==> config.mk <==
export PLATFORM = sky130hd
export DESIGN_NAME = dual_hl_pwm
export DESIGN_NICKNAME = d
export VERILOG_FILES = /design/src/rtl/dhl_pkg.sv /design/src/rtl/dhl_regfile.sv /design/src/rtl/dhl_prescaler.sv /design/src/rtl/dhl_phase_gen.sv /design/src/rtl/dual_hl_pwm.sv
export SDC_FILE = /design/constraint.sdc
export NUM_CORES = 1
export LEC_CHECK = 0
export BUFFER_PORTS_ARGS = -buffer_cell sky130_fd_sc_hd__buf_2
export CAP_MARGIN = 15
export CORE_ASPECT_RATIO = 1.2
export CORE_MARGIN = 2
export CORE_UTILIZATION = 50
export CTS_BUF_LIST = sky130_fd_sc_hd__clkbuf_16
export CTS_CLUSTER_DIAMETER = 80
export DETAILED_ROUTE_END_ITERATION = 10
export PLACE_DENSITY = 0.75
export SKIP_CTS_REPAIR_TIMING = 1
export SLEW_MARGIN = 5
export SYNTH_ARGS = -nofsm -noshare
export SYNTH_HDL_FRONTEND = slang
export SYNTH_HIERARCHICAL = 1
export SYNTH_SLANG_ARGS = --single-unit
==> constraint.sdc <==
create_clock -name clk -period 4.9 [get_ports clk]
set_input_delay 0.735 -clock clk [delete_from_list [all_inputs] [get_ports clk]]
set_output_delay 0.735 -clock clk [all_outputs]
set_load 0.01 [all_outputs]
==> src/rtl/dhl_pkg.sv <==
package dhl_pkg;
    localparam int DATA_W    = 32;
    localparam int ADDR_W    = 4;
    localparam int CNT_W     = 16;
    localparam int DIV_W     = 7;
    localparam int SEL_W     = 2;
    localparam int N_CH      = 2;
    localparam int N_SRC     = 1 << SEL_W;
    localparam int WORD_CTRL = N_CH;
    localparam int CTRL_OFS  = WORD_CTRL * 4;
    localparam int HI_LSB    = DATA_W - CNT_W;

    // control word field positions per channel
    function automatic int en_bit(input int ch);
        return ch;
    endfunction
    function automatic int sel_lsb(input int ch);
        return 4 + SEL_W * ch;
    endfunction
    function automatic int div_lsb(input int ch);
        return 8 + 8 * ch;
    endfunction
    function automatic int gate_bit(input int ch);
        return 15 + 8 * ch;
    endfunction

    typedef struct packed {
        logic             run;
        logic [SEL_W-1:0] sel;
        logic [DIV_W-1:0] div;
        logic [CNT_W-1:0] hi;
        logic [CNT_W-1:0] lo;
    } ch_cfg_t;
endpackage

==> src/rtl/dhl_regfile.sv <==
module dhl_regfile
    import dhl_pkg::*;
(
    input  logic                    clk,
    input  logic                    rst_n,
    input  logic                    wr_en,
    input  logic [ADDR_W-1:0]       wr_addr,
    input  logic [DATA_W-1:0]       wr_data,
    input  logic [ADDR_W-1:0]       rd_addr,
    output logic [DATA_W-1:0]       rd_data,
    output ch_cfg_t [N_CH-1:0]      cfg
);
    typedef struct packed {
        logic [N_CH-1:0][DATA_W-1:0] cnt;
        logic [DATA_W-1:0]           ctrl;
    } rf_t;

    rf_t r_d, r_q;

    function automatic logic hit(input logic [ADDR_W-1:0] a, input int idx);
        return (a[1:0] == 2'b00) && (int'(a[ADDR_W-1:2]) == idx);
    endfunction

    always_comb begin
        r_d = r_q;
        if (wr_en) begin
            for (int i = 0; i < N_CH; i++) begin
                if (hit(wr_addr, i)) r_d.cnt[i] = wr_data;
            end
            if (hit(wr_addr, WORD_CTRL)) r_d.ctrl = wr_data;
        end
    end

    always_ff @(posedge clk or negedge rst_n) begin
        if (!rst_n) r_q <= '0;
        else        r_q <= r_d;
    end

    always_comb begin
        rd_data = '0;
        for (int i = 0; i < N_CH; i++) begin
            if (hit(rd_addr, i)) rd_data = r_q.cnt[i];
        end
        if (hit(rd_addr, WORD_CTRL)) rd_data = r_q.ctrl;
    end

    for (genvar g = 0; g < N_CH; g++) begin : g_cfg
        localparam int EN_B = en_bit(g);
        localparam int GT_B = gate_bit(g);
        localparam int SL_L = sel_lsb(g);
        localparam int DV_L = div_lsb(g);
        assign cfg[g] = '{
            run: r_q.ctrl[EN_B] & r_q.ctrl[GT_B],
            sel: r_q.ctrl[SL_L +: SEL_W],
            div: r_q.ctrl[DV_L +: DIV_W],
            hi:  r_q.cnt[g][HI_LSB +: CNT_W],
            lo:  r_q.cnt[g][0 +: CNT_W]
        };
    end
endmodule

==> src/rtl/dhl_prescaler.sv <==
module dhl_prescaler
    import dhl_pkg::*;
(
    input  logic             clk,
    input  logic             rst_n,
    input  logic             active,
    input  logic [N_SRC-1:0] src_tick,
    input  logic [SEL_W-1:0] sel,
    input  logic [DIV_W-1:0] div,
    output logic             tick
);
    typedef struct packed {
        logic [DIV_W-1:0] pcnt;
    } pre_t;

    pre_t s_d, s_q;
    logic pulse;
    logic at_top;

    assign pulse  = src_tick[sel];
    assign at_top = (s_q.pcnt == div);
    assign tick   = active & pulse & at_top;

    always_comb begin
        s_d = s_q;
        if (!active) begin
            s_d.pcnt = '0;
        end else if (pulse) begin
            s_d.pcnt = at_top ? '0 : s_q.pcnt + DIV_W'(1);
        end
    end

    always_ff @(posedge clk or negedge rst_n) begin
        if (!rst_n) s_q <= '0;
        else        s_q <= s_d;
    end
endmodule

==> src/rtl/dhl_phase_gen.sv <==
module dhl_phase_gen
    import dhl_pkg::*;
(
    input  logic             clk,
    input  logic             rst_n,
    input  logic             run,
    input  logic [CNT_W-1:0] hi,
    input  logic [CNT_W-1:0] lo,
    input  logic             tick,
    output logic             active,
    output logic             pwm
);
    localparam int TW = CNT_W + 1;

    typedef struct packed {
        logic             act;
        logic [TW-1:0]    cnt;
        logic [CNT_W-1:0] hi_s;
        logic [CNT_W-1:0] lo_s;
    } ph_t;

    ph_t s_d, s_q;
    logic [TW-1:0]    total;
    logic [CNT_W-1:0] hi_eff;
    logic             wrap;

    assign total  = {1'b0, s_q.hi_s} + {1'b0, s_q.lo_s};
    // a zero low count still yields one low tick at the period end
    assign hi_eff = ((s_q.lo_s == '0) && (s_q.hi_s != '0)) ? s_q.hi_s - CNT_W'(1) : s_q.hi_s;
    assign wrap   = ((s_q.cnt + TW'(1)) >= total);

    always_comb begin
        s_d = s_q;
        if (!run) begin
            s_d.act = 1'b0;
            s_d.cnt = '0;
        end else if (!s_q.act) begin
            s_d.act  = 1'b1;
            s_d.cnt  = '0;
            s_d.hi_s = hi;
            s_d.lo_s = lo;
        end else if (tick) begin
            if (wrap) begin
                s_d.cnt  = '0;
                s_d.hi_s = hi;
                s_d.lo_s = lo;
            end else begin
                s_d.cnt = s_q.cnt + TW'(1);
            end
        end
    end

    always_ff @(posedge clk or negedge rst_n) begin
        if (!rst_n) s_q <= '0;
        else        s_q <= s_d;
    end

    assign active = s_q.act;
    assign pwm    = run & s_q.act & (s_q.cnt < {1'b0, hi_eff});
endmodule

==> src/rtl/dual_hl_pwm.sv <==
module dual_hl_pwm
    import dhl_pkg::*;
(
    input  logic              clk,
    input  logic              rst_n,
    input  logic              wr_en,
    input  logic [ADDR_W-1:0] wr_addr,
    input  logic [DATA_W-1:0] wr_data,
    input  logic [ADDR_W-1:0] rd_addr,
    output logic [DATA_W-1:0] rd_data,
    input  logic [N_SRC-1:0]  src_tick,
    output logic [N_CH-1:0]   pwm_out
);
    ch_cfg_t [N_CH-1:0] cfg;
    logic [N_CH-1:0]    ch_run;
    logic [N_CH-1:0]    ch_act;
    logic [N_CH-1:0]    ch_tick;

    dhl_regfile u_rf (
        .clk     (clk),
        .rst_n   (rst_n),
        .wr_en   (wr_en),
        .wr_addr (wr_addr),
        .wr_data (wr_data),
        .rd_addr (rd_addr),
        .rd_data (rd_data),
        .cfg     (cfg)
    );

    for (genvar g = 0; g < N_CH; g++) begin : g_ch
        assign ch_run[g] = cfg[g].run;

        dhl_prescaler u_pre (
            .clk      (clk),
            .rst_n    (rst_n),
            .active   (ch_run[g] & ch_act[g]),
            .src_tick (src_tick),
            .sel      (cfg[g].sel),
            .div      (cfg[g].div),
            .tick     (ch_tick[g])
        );

        dhl_phase_gen u_ph (
            .clk    (clk),
            .rst_n  (rst_n),
            .run    (ch_run[g]),
            .hi     (cfg[g].hi),
            .lo     (cfg[g].lo),
            .tick   (ch_tick[g]),
            .active (ch_act[g]),
            .pwm    (pwm_out[g])
        );
    end
endmodule

[After elaboration in Yosys (flattened, before gate mapping)]
Cells that the tools add are included.
Word-level totals
  register bits: 210
  output and inout bits: 34
  logic and storage cells: 97
Cells by class
  add/subtract/negate cells: 8
  order comparisons: 6
  eq/ne operators: 14
  multiplexer cells: 25
  bitwise gates (word level): 10
  reduce and logical (&&, ||, !) cells: 21
Operators with widths (count)
  $mux W49: 4
  $mux W32: 5
  $mux W7: 6
  $mux W18: 2
  $add A16 B16 Y17: 2
  $add A17 B1 Y17 const B: 2
  $ge A17 B17 Y1: 2
  $lt A17 B16 Y1: 2
  $mux W17: 2
  $logic_not A16 Y1: 2
  $mux W16: 2
  $reduce_bool A16 Y1: 2
  $sub A16 B1 Y16 const B: 2
  $add A7 B1 Y7 const B: 2
  $eq A7 B7 Y1: 2
  $and A1 B1 Y1: 10
  $eq A2 B2 Y1 const B: 4
  $logic_and A1 B1 Y1: 8
  $logic_not A2 Y1: 4
  $ne A2 B2 Y1 const B: 4
  $lt A2 B3 Y1 const B: 2
  $ne A3 B3 Y1 const B: 2
  $reduce_and A2 Y1: 3
  $reduce_and A3 Y1: 2
  other kinds (3): 6

[Depth between registers and ports, before layout]
Gate-level depths: netlist of run 1.
  depth in word-level cells: 7
  gate-level depth with buffers: 19

[Hierarchy]
The synthesis of run 1 kept the hierarchy.
Modules (own cells, without submodules)
  dhl_regfile: times used 1, cells each 402, area an instance 4977.3 µm², sequential area each 2402.3 µm²
  dhl_phase_gen (g_ch[0].u_ph): times used 1, cells each 392, area an instance 3945.0 µm², sequential area each 1251.2 µm²
  dhl_phase_gen (g_ch[1].u_ph): times used 1, cells each 394, area an instance 3927.5 µm², sequential area each 1251.2 µm²
  dhl_prescaler: times used 2, cells each 65, area an instance 580.6 µm², sequential area each 175.2 µm²
  dual_hl_pwm: times used 1, cells each 2, area an instance 12.5 µm², sequential area each 0.0 µm²

[Worst setup path before layout of run 1]
No wires, ideal clock.
  path type: reg2reg
  start: reg g_ch[1].u_ph/s_q[16] (netlist name)
  end: reg g_ch[1].u_ph/s_q[41] (netlist name)
  arrival: 3.894 ns
  data required time: 4.818 ns
  setup slack: 0.924 ns
  stages on the path, launching flop included: 20
  period minus slack after synthesis: 3.976 ns
  path through: dfrtp_1 ha_1 fa_1 a211oi_1 o21ai_0 nand4_1 a21oi_1 a21o_1 a21oi_1 xor2_1 ha_1 a21o_1 a21o_1 a2111oi_2 o211ai_1 nand2_1 buf_4 buf_4 nand2_1 a31oi_1
Between the ends
  longest elaborated chain between the ends: 6
RTL lines
  from (decl): line dhl_phase_gen.sv:22  | ph_t s_d, s_q;
  from (signal assigned): line dhl_phase_gen.sv:54  | if (!rst_n) s_q <= '0;
  from (signal assigned): line dhl_phase_gen.sv:55  | else s_q <= s_d;
  $add A16 B16 Y17: line dhl_phase_gen.sv:27  | assign total = {1'b0, s_q.hi_s} + {1'b0, s_q.lo_s};
  $ge A17 B17 Y1: line dhl_phase_gen.sv:30  | assign wrap = ((s_q.cnt + TW'(1)) >= total);
  $mux W17: line dhl_phase_gen.sv:43  | if (wrap) begin
  $mux W49: line dhl_phase_gen.sv:42  | end else if (tick) begin
  $mux W49: line dhl_phase_gen.sv:37  | end else if (!s_q.act) begin
  $mux W18: line dhl_phase_gen.sv:34  | if (!run) begin
Every way passes these cells. The select of a mux whose other input is x is not followed.
A chain may end at the register's enable or synchronous reset.

[Worst setup path in the final report of run 1]
  start: reg g_ch[0].u_ph/s_q[20] (netlist name)
  end: out pwm_out[0]
Between the ends
  longest elaborated chain between the ends: 5
RTL lines
  from (decl): line dhl_phase_gen.sv:22
  from (signal assigned): line dhl_phase_gen.sv:54
  from (signal assigned): line dhl_phase_gen.sv:55
  branches (longest 2 deep; another with $sub A16 B1 Y16)
  $mux W16 (*): line dhl_phase_gen.sv:29  | assign hi_eff = ((s_q.lo_s == '0) && (s_q.hi_s != '0)) ? s_q.hi_s - CNT_W'(1) : s_q.hi_s;
  $lt A17 B16 Y1 (*): line dhl_phase_gen.sv:59  | assign pwm = run & s_q.act & (s_q.cnt < {1'b0, hi_eff});
  $and A1 B1 Y1 (*): line dhl_phase_gen.sv:59
  to (decl): line dual_hl_pwm.sv:12  | output logic [N_CH-1:0] pwm_out
Mark *: on every way between the ends.

==> impl_metrics.env, run 1 <==
export IMPL_vdd_drop_max_uv=306
export IMPL_nets=1464
export IMPL_period_share_pct=96.0
export IMPL_coreArea_um2=27700
export IMPL_yosysSeqAreaShare_pct=37.5
export IMPL_antenna_found_initial=0
export IMPL_setup_viol=0
export IMPL_max_freq_mhz=213
export IMPL_post_synth_top_count_cell="dfrtp_1"
export IMPL_p_per_area_nw_per_um2=519
export IMPL_crit_fanout=9
export IMPL_p_leak_nw=6.92
export IMPL_cp_arrival_ps=3970
export IMPL_r2r_cells=18
export IMPL_cts_num_sinks=210
export IMPL_start_util_pct=50.5
export IMPL_die_h_um=187
export IMPL_worstSetupPathType="reg2out"
export IMPL_drc=0
export IMPL_area_growth_pct=7.12
export IMPL_layout_drive_gt1_share_pct=23.2
export IMPL_yosys_warnings=6
export IMPL_ys_ff_latch=210
export IMPL_r2r_slack_ps=300
export IMPL_hold_viol_final=0
export IMPL_numCtsBuffers=23
export IMPL_ant_nets=0
export IMPL_drtIter0Drc=613
export IMPL_dieWidth_um=157
export IMPL_numPortBuffers=80
export IMPL_crit_path_start_kind="flop"
export IMPL_finClkSkew_ps=25.2
export IMPL_grtUsageTotal_pct=23.6
export IMPL_syn_nets=1471
export IMPL_slew_limit_headroom_pct=29.1
export IMPL_clkLatencyLatePin_ps=540
export IMPL_first_global_vias=10300
export IMPL_fin_util_pct=54.1
export IMPL_gp_congestion=0.925
export IMPL_hold_ws_ps=381
export IMPL_run_status="finished, final reports clean"
export IMPL_worst_r2r_endpoint="g_ch[0].u_ph/s_q[16]"
export IMPL_maxCapViolCount=0
export IMPL_worstPathRequired_ps=4160
export IMPL_n_antenna_cell=0
export IMPL_async_reset_ff_share_pct=100
export IMPL_viasPerCell=5.99
export IMPL_wl_per_cell_um=20.2
export IMPL_htreeDepth=1
export IMPL_clockRootBuffer="clkbuf_16"
export IMPL_gr_total_overflow=0
export IMPL_cp_end_kind="output port"
export IMPL_synthTopCellsByArea="dfrtp_1 37%, ha_1 9.1%, mux2_2 7.9%"
export IMPL_vias=10200
export IMPL_yosysUniqueCellTypes=72
export IMPL_grt_max_degree=128
export IMPL_io_pins=81
export IMPL_synth_top_cell_area_share_pct=37.5
export IMPL_hold_class="in2async"
export IMPL_crit_start="g_ch[0].u_ph/s_q[20]"
export IMPL_num_rows=67
export IMPL_wl_um=34500
export IMPL_p_total_mw=7.79
export IMPL_worst_slew_pin_slew_ps=1060
export IMPL_rr_startpoint="g_ch[0].u_ph/s_q[16]"
export IMPL_final_max_slew_violation_count=0
export IMPL_die_area_um2=29400
export IMPL_grt_pass1_wl_um=55300
export IMPL_netlist_area_um2=14000
export IMPL_dr_pass1_iters=5
export IMPL_synth_edf_count=0
export IMPL_dp_hpwl_um=25100
export IMPL_period_needed_ps=4700
export IMPL_cts_tree="built"
export IMPL_synthCells=1320
export IMPL_clk_pin_slew_ps=60
export IMPL_synthTopCellsByCount="210 x dfrtp_1, 102 x ha_1, 98 x mux2_2"
export IMPL_final_fill_count=2379
export IMPL_cts_buffer_depth=3
export IMPL_synth_ff_type="dfrtp_1"
export IMPL_synth_top_area_cell="dfrtp_1"
export IMPL_avgSynthCellArea_um2=10.6
## power breakdown
group	leakage [nW]	switching (mW)	internal, mW
Sequential	2.67	0.608	2.17
Clock	0.378	0.732	1.02
Combinational	3.87	1.72	1.54
Total	6.92	3.06	4.73
## stage by stage
step | setup TNS [ps] | area (um2) | cells | setup WS, ps
CTS | 0 | 14900 | 1704 | 9.98
floorplan | 0 | 14000 | 1320 | 924
global placement | 0 | 14200 | 1662 | 466
global route | -15.8 | 15000 | 1709 | -13.1
detailed placement | 0 | 14200 | 1662 | 370
finish | 0 | 15000 | 1709 | 196
## sequential cells by signal, summed over array words and instances, names as in the netlist
signal            flops
u_rf/r_q             14
g_ch.u_ph/s_q        98
g_ch.u_pre/s_q       14
u_rf/cfg             82
g_ch.u_ph/active      2
## worst max path at each step
stage	slack (ps)	endpoint
2_1_floorplan	920	g_ch[1].u_ph/s_q[41]
3_3_place_gp	470	g_ch[0].u_ph/s_q[0]
3_5_place_dp	370	g_ch[0].u_ph/s_q[20]
4_1_cts	10	pwm_out[0]
5_1_grt	-10	pwm_out[1]
6_report	200	pwm_out[0]
## cell usage in the layout (no fill, tap or decap), types with 6 or more instances in the layout
cell | synthesis | routed
a21o_1 | 27 | 27
a21oi_1 | 61 | 60
a22o_1 | 16 | 16
a2bb2oi_1 | 32 | 32
a31oi_1 | 21 | 21
and2_1 | 6 | 6
and3_1 | 14 | 14
buf_2 | 15 | 79
buf_4 | 84 | 14
clkbuf_16 | 0 | 23
dfrtp_1 | 210 | 206
ha_1 | 102 | 102
inv_1 | 13 | 16
mux2_1 | 34 | 34
mux2_2 | 98 | 98
mux2_4 | 30 | 30
nand2_1 | 96 | 94
nand2b_1 | 13 | 13
nand3_1 | 34 | 34
nand4_1 | 20 | 20
nor2_1 | 39 | 39
nor2b_1 | 13 | 13
nor3_1 | 21 | 20
nor4_1 | 7 | 7
o2111ai_1 | 16 | 16
o211ai_1 | 10 | 10
o21a_1 | 11 | 11
o21ai_0 | 51 | 50
o21ai_1 | 14 | 15
o21bai_1 | 6 | 6
xnor2_1 | 62 | 61
xor2_1 | 39 | 38
## metal layers
| metal | up-vias | share of wire (%) | global-route usage (%) |
|---|---|---|---|
| met1 | 5107 | 42 | 30.2 |
| met4 | 0 | 3.8 | 9.32 |
| met5 | - | 0 | 0 |
| met2 | 287 | 50 | 40.6 |
| li1 | 4764 | - | - |
| met3 | 77 | 4.6 | 2.73 |
## worst max-delay path: stages, from the launching register on
cell and delay [ps]:
dfrtp_2 470, or4_4 560, nor3_4 180, and4bb_2 340
a31oi_4 190, nand2_1 130, nor2_1 70, xnor2_2 200
ha_1 280, nor2b_1 130, o21ai_0 160, a21oi_1 90
o21a_1 170, o21ai_0 140, and3_1 190, buf_2 130
## cell families after synthesis
kind of cell | after synthesis | share of synthesized area [%]
adders and majority gates | 104 | 9.39
DFF | 210 | 37.5
AOI/OAI and AO/OA | 292 | 14.2
xor gates and xnor gates | 101 | 6.31
muxes | 164 | 14.1
and+or+nand+nor | 308 | 12.0
buffers and inverters | 141 | 6.48
## cell type report
class                      count  area [um2]  share of cell area [%]
multi-input combinational    969        7940                    52.8
sequential                   210        5260                    35.0
clock buffer                  23         576                    3.83
timing repair buffer          95         534                    3.56
tap                          379         474                    3.16
clock inverter                19         188                    1.25
inverter                      14        52.6                   0.350
Power figures use the tool's default switching activity.
==> inputs of run 2 (changes only) <==
CELL_PAD_IN_SITES_DETAIL_PLACEMENT = 1   (was not set)
CELL_PAD_IN_SITES_GLOBAL_PLACEMENT = 1   (was not set)
MAX_ROUTING_LAYER = met4   (was not set)
PLACE_DENSITY = 0.89   (was 0.75)
==> impl_metrics.env, run 2 (same netlist as run 1, synthesis figures left out) <==
export IMPL_crit_start="g_ch[0].u_ph/s_q[21]"
export IMPL_cts_num_sinks=210
export IMPL_vdd_drop_max_uv=388
export IMPL_ant_nets=0
export IMPL_start_util_pct=50.5
export IMPL_maxCapViolCount=0
export IMPL_num_rows=67
export IMPL_drtIter0Drc=564
export IMPL_run_status="finished, final reports clean"
export IMPL_layout_cells_most_common="dfrtp_1"
export IMPL_worst_slew_pin_slew_ps=1080
export IMPL_cp_arrival_ps=4110
export IMPL_clockRootBuffer="clkbuf_16"
export IMPL_finalWorstSetupSlack_ps=55.6
export IMPL_final_setup_tns_ps=0
export IMPL_setup_viol=0
export IMPL_largest_register="g_ch.u_ph/s_q"
export IMPL_cts_tree="built"
export IMPL_max_freq_mhz=206
export IMPL_htreeDepth=1
export IMPL_period_share_pct=98.9
export IMPL_cts_buffer_depth=3
export IMPL_nets=1474
export IMPL_slew_limit_headroom_pct=27.9
export IMPL_p_leak_nw=6.96
export IMPL_io_pins=81
export IMPL_critPathSlowestCell="or4_4"
export IMPL_worst_path_stages=14
export IMPL_crit_end="pwm_out[0]"
export IMPL_r2r_slack_ps=260
export IMPL_die_area_um2=29400
export IMPL_hold_class="in2async"
export IMPL_worst_r2r_endpoint="g_ch[0].u_ph/s_q[14]"
export IMPL_wl_per_cell_um=25.0
export IMPL_drc=0
export IMPL_cp_end_kind="output port"
export IMPL_crit_path_start_kind="flop"
export IMPL_layout_common_cells="207 x dfrtp_1, 102 x ha_1, 98 x mux2_2"
export IMPL_wl_um=42900
export IMPL_worstPathRequired_ps=4160
export IMPL_r2r_cells=18
export IMPL_crit_fanout=6
export IMPL_layout_drive_gt1_share_pct=24.4
export IMPL_crit_family="simple AND/OR/NAND/NOR gates"
export IMPL_worstSetupPathType="reg2out"
export IMPL_vias=10800
export IMPL_grt_max_degree=123
export IMPL_rsz0062_at_grt="yes"
export IMPL_pre_cts_ws_ps=220
export IMPL_dieWidth_um=157
export IMPL_clk_pin_slew_ps=70
export IMPL_cp_common_cell="a21o_1"
export IMPL_antenna_found_initial=1
export IMPL_numPortBuffers=80
export IMPL_area_growth_pct=8.03
export IMPL_p_total_mw=8.25
export IMPL_clkLatencyLatePin_ps=540
export IMPL_first_global_vias=11700
export IMPL_coreArea_um2=27700
export IMPL_final_fill_count=3000
export IMPL_numCtsBuffers=23
export IMPL_viasPerCell=6.30
export IMPL_cp_cell_sequence="or4_4 -> nor3_4 -> and4bb_4 -> a31oi_4 -> nand4_1 -> xor2_1 -> ha_1 -> a21o_1 -> a21o_1 -> a21oi_2 -> nand2b_1 -> o21ai_0 -> and3_1 -> buf_2"
export IMPL_rr_startpoint="g_ch[0].u_ph/s_q[0]"
export IMPL_dp_hpwl_um=30200
export IMPL_die_h_um=187
export IMPL_hold_viol_final=0
export IMPL_gp_congestion=0.937
export IMPL_period_needed_ps=4840
export IMPL_dr_pass1_iters=5
export IMPL_largest_reg_flops=98
export IMPL_gr_total_overflow=0
export IMPL_grt_pass1_wl_um=66500
export IMPL_grtUsageTotal_pct=29.8
export IMPL_final_max_slew_violation_count=0
export IMPL_p_per_area_nw_per_um2=545
export IMPL_critPathBufInv=1
export IMPL_slowest_delay_ps=600
export IMPL_finClkSkew_ps=18.6
==> run 2: cell types whose count changed in the layout (fill, tap and decap cells not counted), moves of 2 or more <==
cell	change
inv_1	-3
nor4_1	-2
nor4_2	+2
clkinvlp_4	+3
clkinv_1	-2
inv_6	+2
clkinv_4	+2
buf_4	+9
==> run 2: worst min-delay path by stage <==
stage	startpoint	slack [ps]	to	depth (start not counted)
floorplan	rst_n	440	g_ch[0].u_ph/active	0
global placement	u_rf/r_q[3]	490	u_rf/r_q[3]	1
detailed placement	u_rf/r_q[2]	500	u_rf/r_q[2]	1
CTS	rst_n	420	u_rf/r_q[24]	1
global route	rst_n	450	u_rf/r_q[26]	1
finish	rst_n	340	u_rf/r_q[26]	1
==> run 2: where the power goes <==
part / internal (mW) / total [mW] / switching, mW / leakage [nW]
Combinational: 1.59 / 3.58 / 2.00 / 3.92
Sequential: 2.17 / 2.84 / 0.671 / 2.67
Clock: 1.03 / 1.83 / 0.801 / 0.363
Total: 4.79 / 8.25 / 3.47 / 6.96
==> run 2: cell type report <==
type | count | area (um2) | share of cell area, %
multi-input cells | 970 | 7980 | 52.7
flip-flops and latches | 210 | 5260 | 34.7
repair buffers | 104 | 602 | 3.97
clock buffers | 23 | 576 | 3.80
well taps | 379 | 474 | 3.13
clock inverters | 19 | 201 | 1.33
inverters | 14 | 52.6 | 0.347
diodes | 1 | 2.50 | 0.0165
==> run 2: through the flow <==
step / cell area (um2) / utilization (%) / instances / hold WS, ps
3_3_place_gp: 14200 / 51.2 / 1665 / 489
5_1_grt: 15100 / 54.6 / 1720 / 446
3_5_place_dp: 14200 / 51.2 / 1665 / 496
4_1_cts: 15000 / 54.0 / 1707 / 425
6_report: 15100 / 54.6 / 1720 / 338
2_1_floorplan: 14000 / - / 1320 / 439
==> run 2: metal layers <==
layer  wire, um  track usage (%)  part of all wire (%)  vias up
met4       2100             13.4                   4.9        0
met2      22200             51.3                    52      348
met5          0                -                     0        -
met3       2000             3.54                   4.7      131
met1      16700             34.5                    39     5585
li1           -                -                     -     4778
==> inputs of run 3 (changes only) <==
CORE_ASPECT_RATIO = 1.5   (was 1.2)
==> impl_metrics.env, run 3 (same netlist as run 1, synthesis figures left out) <==
export IMPL_layout_drive_gt1_share_pct=23.6
export IMPL_ant_nets=0
export IMPL_viasPerCell=6.41
export IMPL_drtIter0Drc=582
export IMPL_die_area_um2=29400
export IMPL_largest_register="g_ch.u_ph/s_q"
export IMPL_num_rows=75
export IMPL_seq_area_um2=5260
export IMPL_finClkSkew_ps=21.8
export IMPL_numPortBuffers=80
export IMPL_run_status="finished, final reports clean"
export IMPL_rsz0062_at_grt="yes"
export IMPL_hold_viol_final=0
export IMPL_vias=10800
export IMPL_first_global_vias=12100
export IMPL_nets=1469
export IMPL_p_per_area_nw_per_um2=544
export IMPL_grt_max_degree=108
export IMPL_hold_ws_ps=356
export IMPL_htreeDepth=1
export IMPL_grtUsageTotal_pct=30.6
export IMPL_die_h_um=209
export IMPL_cts_tree="built"
export IMPL_clk_pin_slew_ps=70
export IMPL_worst_slew_pin_slew_ps=930
export IMPL_largest_reg_flops=98
export IMPL_final_max_slew_violation_count=0
export IMPL_layout_cells_most_common="dfrtp_1"
export IMPL_rr_startpoint="g_ch[0].u_ph/s_q[16]"
export IMPL_area_growth_pct=7.10
export IMPL_dieWidth_um=141
export IMPL_drc=0
export IMPL_gr_total_overflow=0
export IMPL_r2r_slack_ps=230
export IMPL_cts_num_sinks=210
export IMPL_period_share_pct=98.1
export IMPL_period_needed_ps=4810
export IMPL_seqPwrFrac_pct=34.7
export IMPL_crit_fanout=7
export IMPL_crit_start="g_ch[0].u_ph/s_q[20]"
export IMPL_maxCapViolCount=0
export IMPL_worstSetupPathType="reg2out"
export IMPL_clockRootBuffer="clkbuf_16"
export IMPL_p_switching_mw=3.43
export IMPL_coreArea_um2=27800
export IMPL_hold_class="in2async"
export IMPL_cts_buffer_depth=3
export IMPL_crit_path_start_kind="flop"
export IMPL_final_setup_tns_ps=0
export IMPL_multiInputGateArea_um2=7940
export IMPL_max_freq_mhz=208
export IMPL_power_share_combinational_pct=43.9
export IMPL_crit_end="pwm_out[0]"
export IMPL_p_int_mw=4.74
export IMPL_slew_limit_headroom_pct=38.0
export IMPL_cp_arrival_ps=4070
export IMPL_swShare_pct=42.0
export IMPL_grt_pass1_wl_um=68500
export IMPL_wl_per_cell_um=25.9
export IMPL_start_util_pct=50.5
export IMPL_setup_viol=0
export IMPL_antenna_found_initial=2
export IMPL_vdd_drop_max_uv=325
export IMPL_numCtsBuffers=22
export IMPL_dr_pass1_iters=5
export IMPL_gp_congestion=0.951
export IMPL_cp_end_kind="output port"
export IMPL_final_fill_count=3025
export IMPL_clkLatencyLatePin_ps=530
export IMPL_io_pins=81
export IMPL_dp_hpwl_um=31000
export IMPL_r2r_cells=18
export IMPL_p_leak_nw=6.93
export IMPL_wl_um=43600
export IMPL_layout_common_cells="206 x dfrtp_1, 102 x ha_1, 98 x mux2_2"
export IMPL_pwr_share_clk_pct=21.4
export IMPL_worstPathRequired_ps=4160
export IMPL_worst_r2r_endpoint="g_ch[0].u_ph/s_q[0]"
run 3: cell count changes in the layout (fill, tap and decap cells not counted), sizes merged:
cell      before  now
a31oi         23   22
clkinv         7   10
clkinvlp       6    3
buf          103  100
clkbuf        24   23
inv           17   16
diode          1    2
run 3: critical path, stage by stage (launching register included):
cell	delay, ps
dfrtp_2	490
or4_4	570
nor3_4	200
and4bb_2	320
a31oi_4	150
nand4_1	170
xor2_1	250
ha_1	300
a21o_1	190
a21o_1	170
a21oi_1	190
a21oi_1	110
o211ai_1	90
and3_1	200
buf_2	140
run 3: through the flow:
step,power (mW),instances,setup WS (ps),utilization (%),cell area [um2]
floorplan,5.24,1320,924,-,14000
global placement,5.93,1636,354,51.1,14200
detailed placement,6.21,1636,91.2,51.1,14200
CTS,8.07,1676,-43.3,53.7,14900
global route,8.59,1682,-80.9,54.1,15000
finish,8.17,1682,92.0,54.1,15000
run 3: worst min-delay path by stage:
stage / slack [ps] / endpoint / startpoint / depth (start not counted)
after CTS: 390 / u_rf/r_q[15] / rst_n / 1
final: 360 / u_rf/r_q[26] / rst_n / 1
after detailed placement: 500 / u_rf/r_q[30] / u_rf/r_q[30] / 1
after global placement: 490 / u_rf/r_q[27] / u_rf/r_q[27] / 1
after global routing: 420 / u_rf/r_q[26] / rst_n / 1
after floorplan: 440 / g_ch[0].u_ph/active / rst_n / 0
run 3: final cells by class:
type | instances | share of cell area, %
Inverter | 14 | 0.350
Tap cell | 346 | 2.88
Antenna cell | 2 | 0.0333
Timing Repair Buffer | 101 | 3.97
Sequential cell | 210 | 35.0
Clock inverter | 18 | 1.21
Clock buffer | 22 | 3.67
Multi-Input combinational cell | 969 | 52.9
run 3: layer usage:
metal  GRT usage [%]  part of all wire (%)
met5               -                     0
met3            4.42                   4.4
met2            54.3                    53
met1            32.4                    37
met4            17.4                   6.3
run 3: power by group through the flow:
| stage | logic (mW) | clock network [mW] | registers (mW) |
|---|---|---|---|
| after floorplan | 2.72 | 0 | 2.52 |
| after global placement | 3.17 | 0 | 2.76 |
| after detailed placement | 3.40 | 0 | 2.81 |
| after CTS | 3.50 | 1.77 | 2.80 |
| after global routing | 3.90 | 1.82 | 2.87 |
| final | 3.58 | 1.75 | 2.83 |
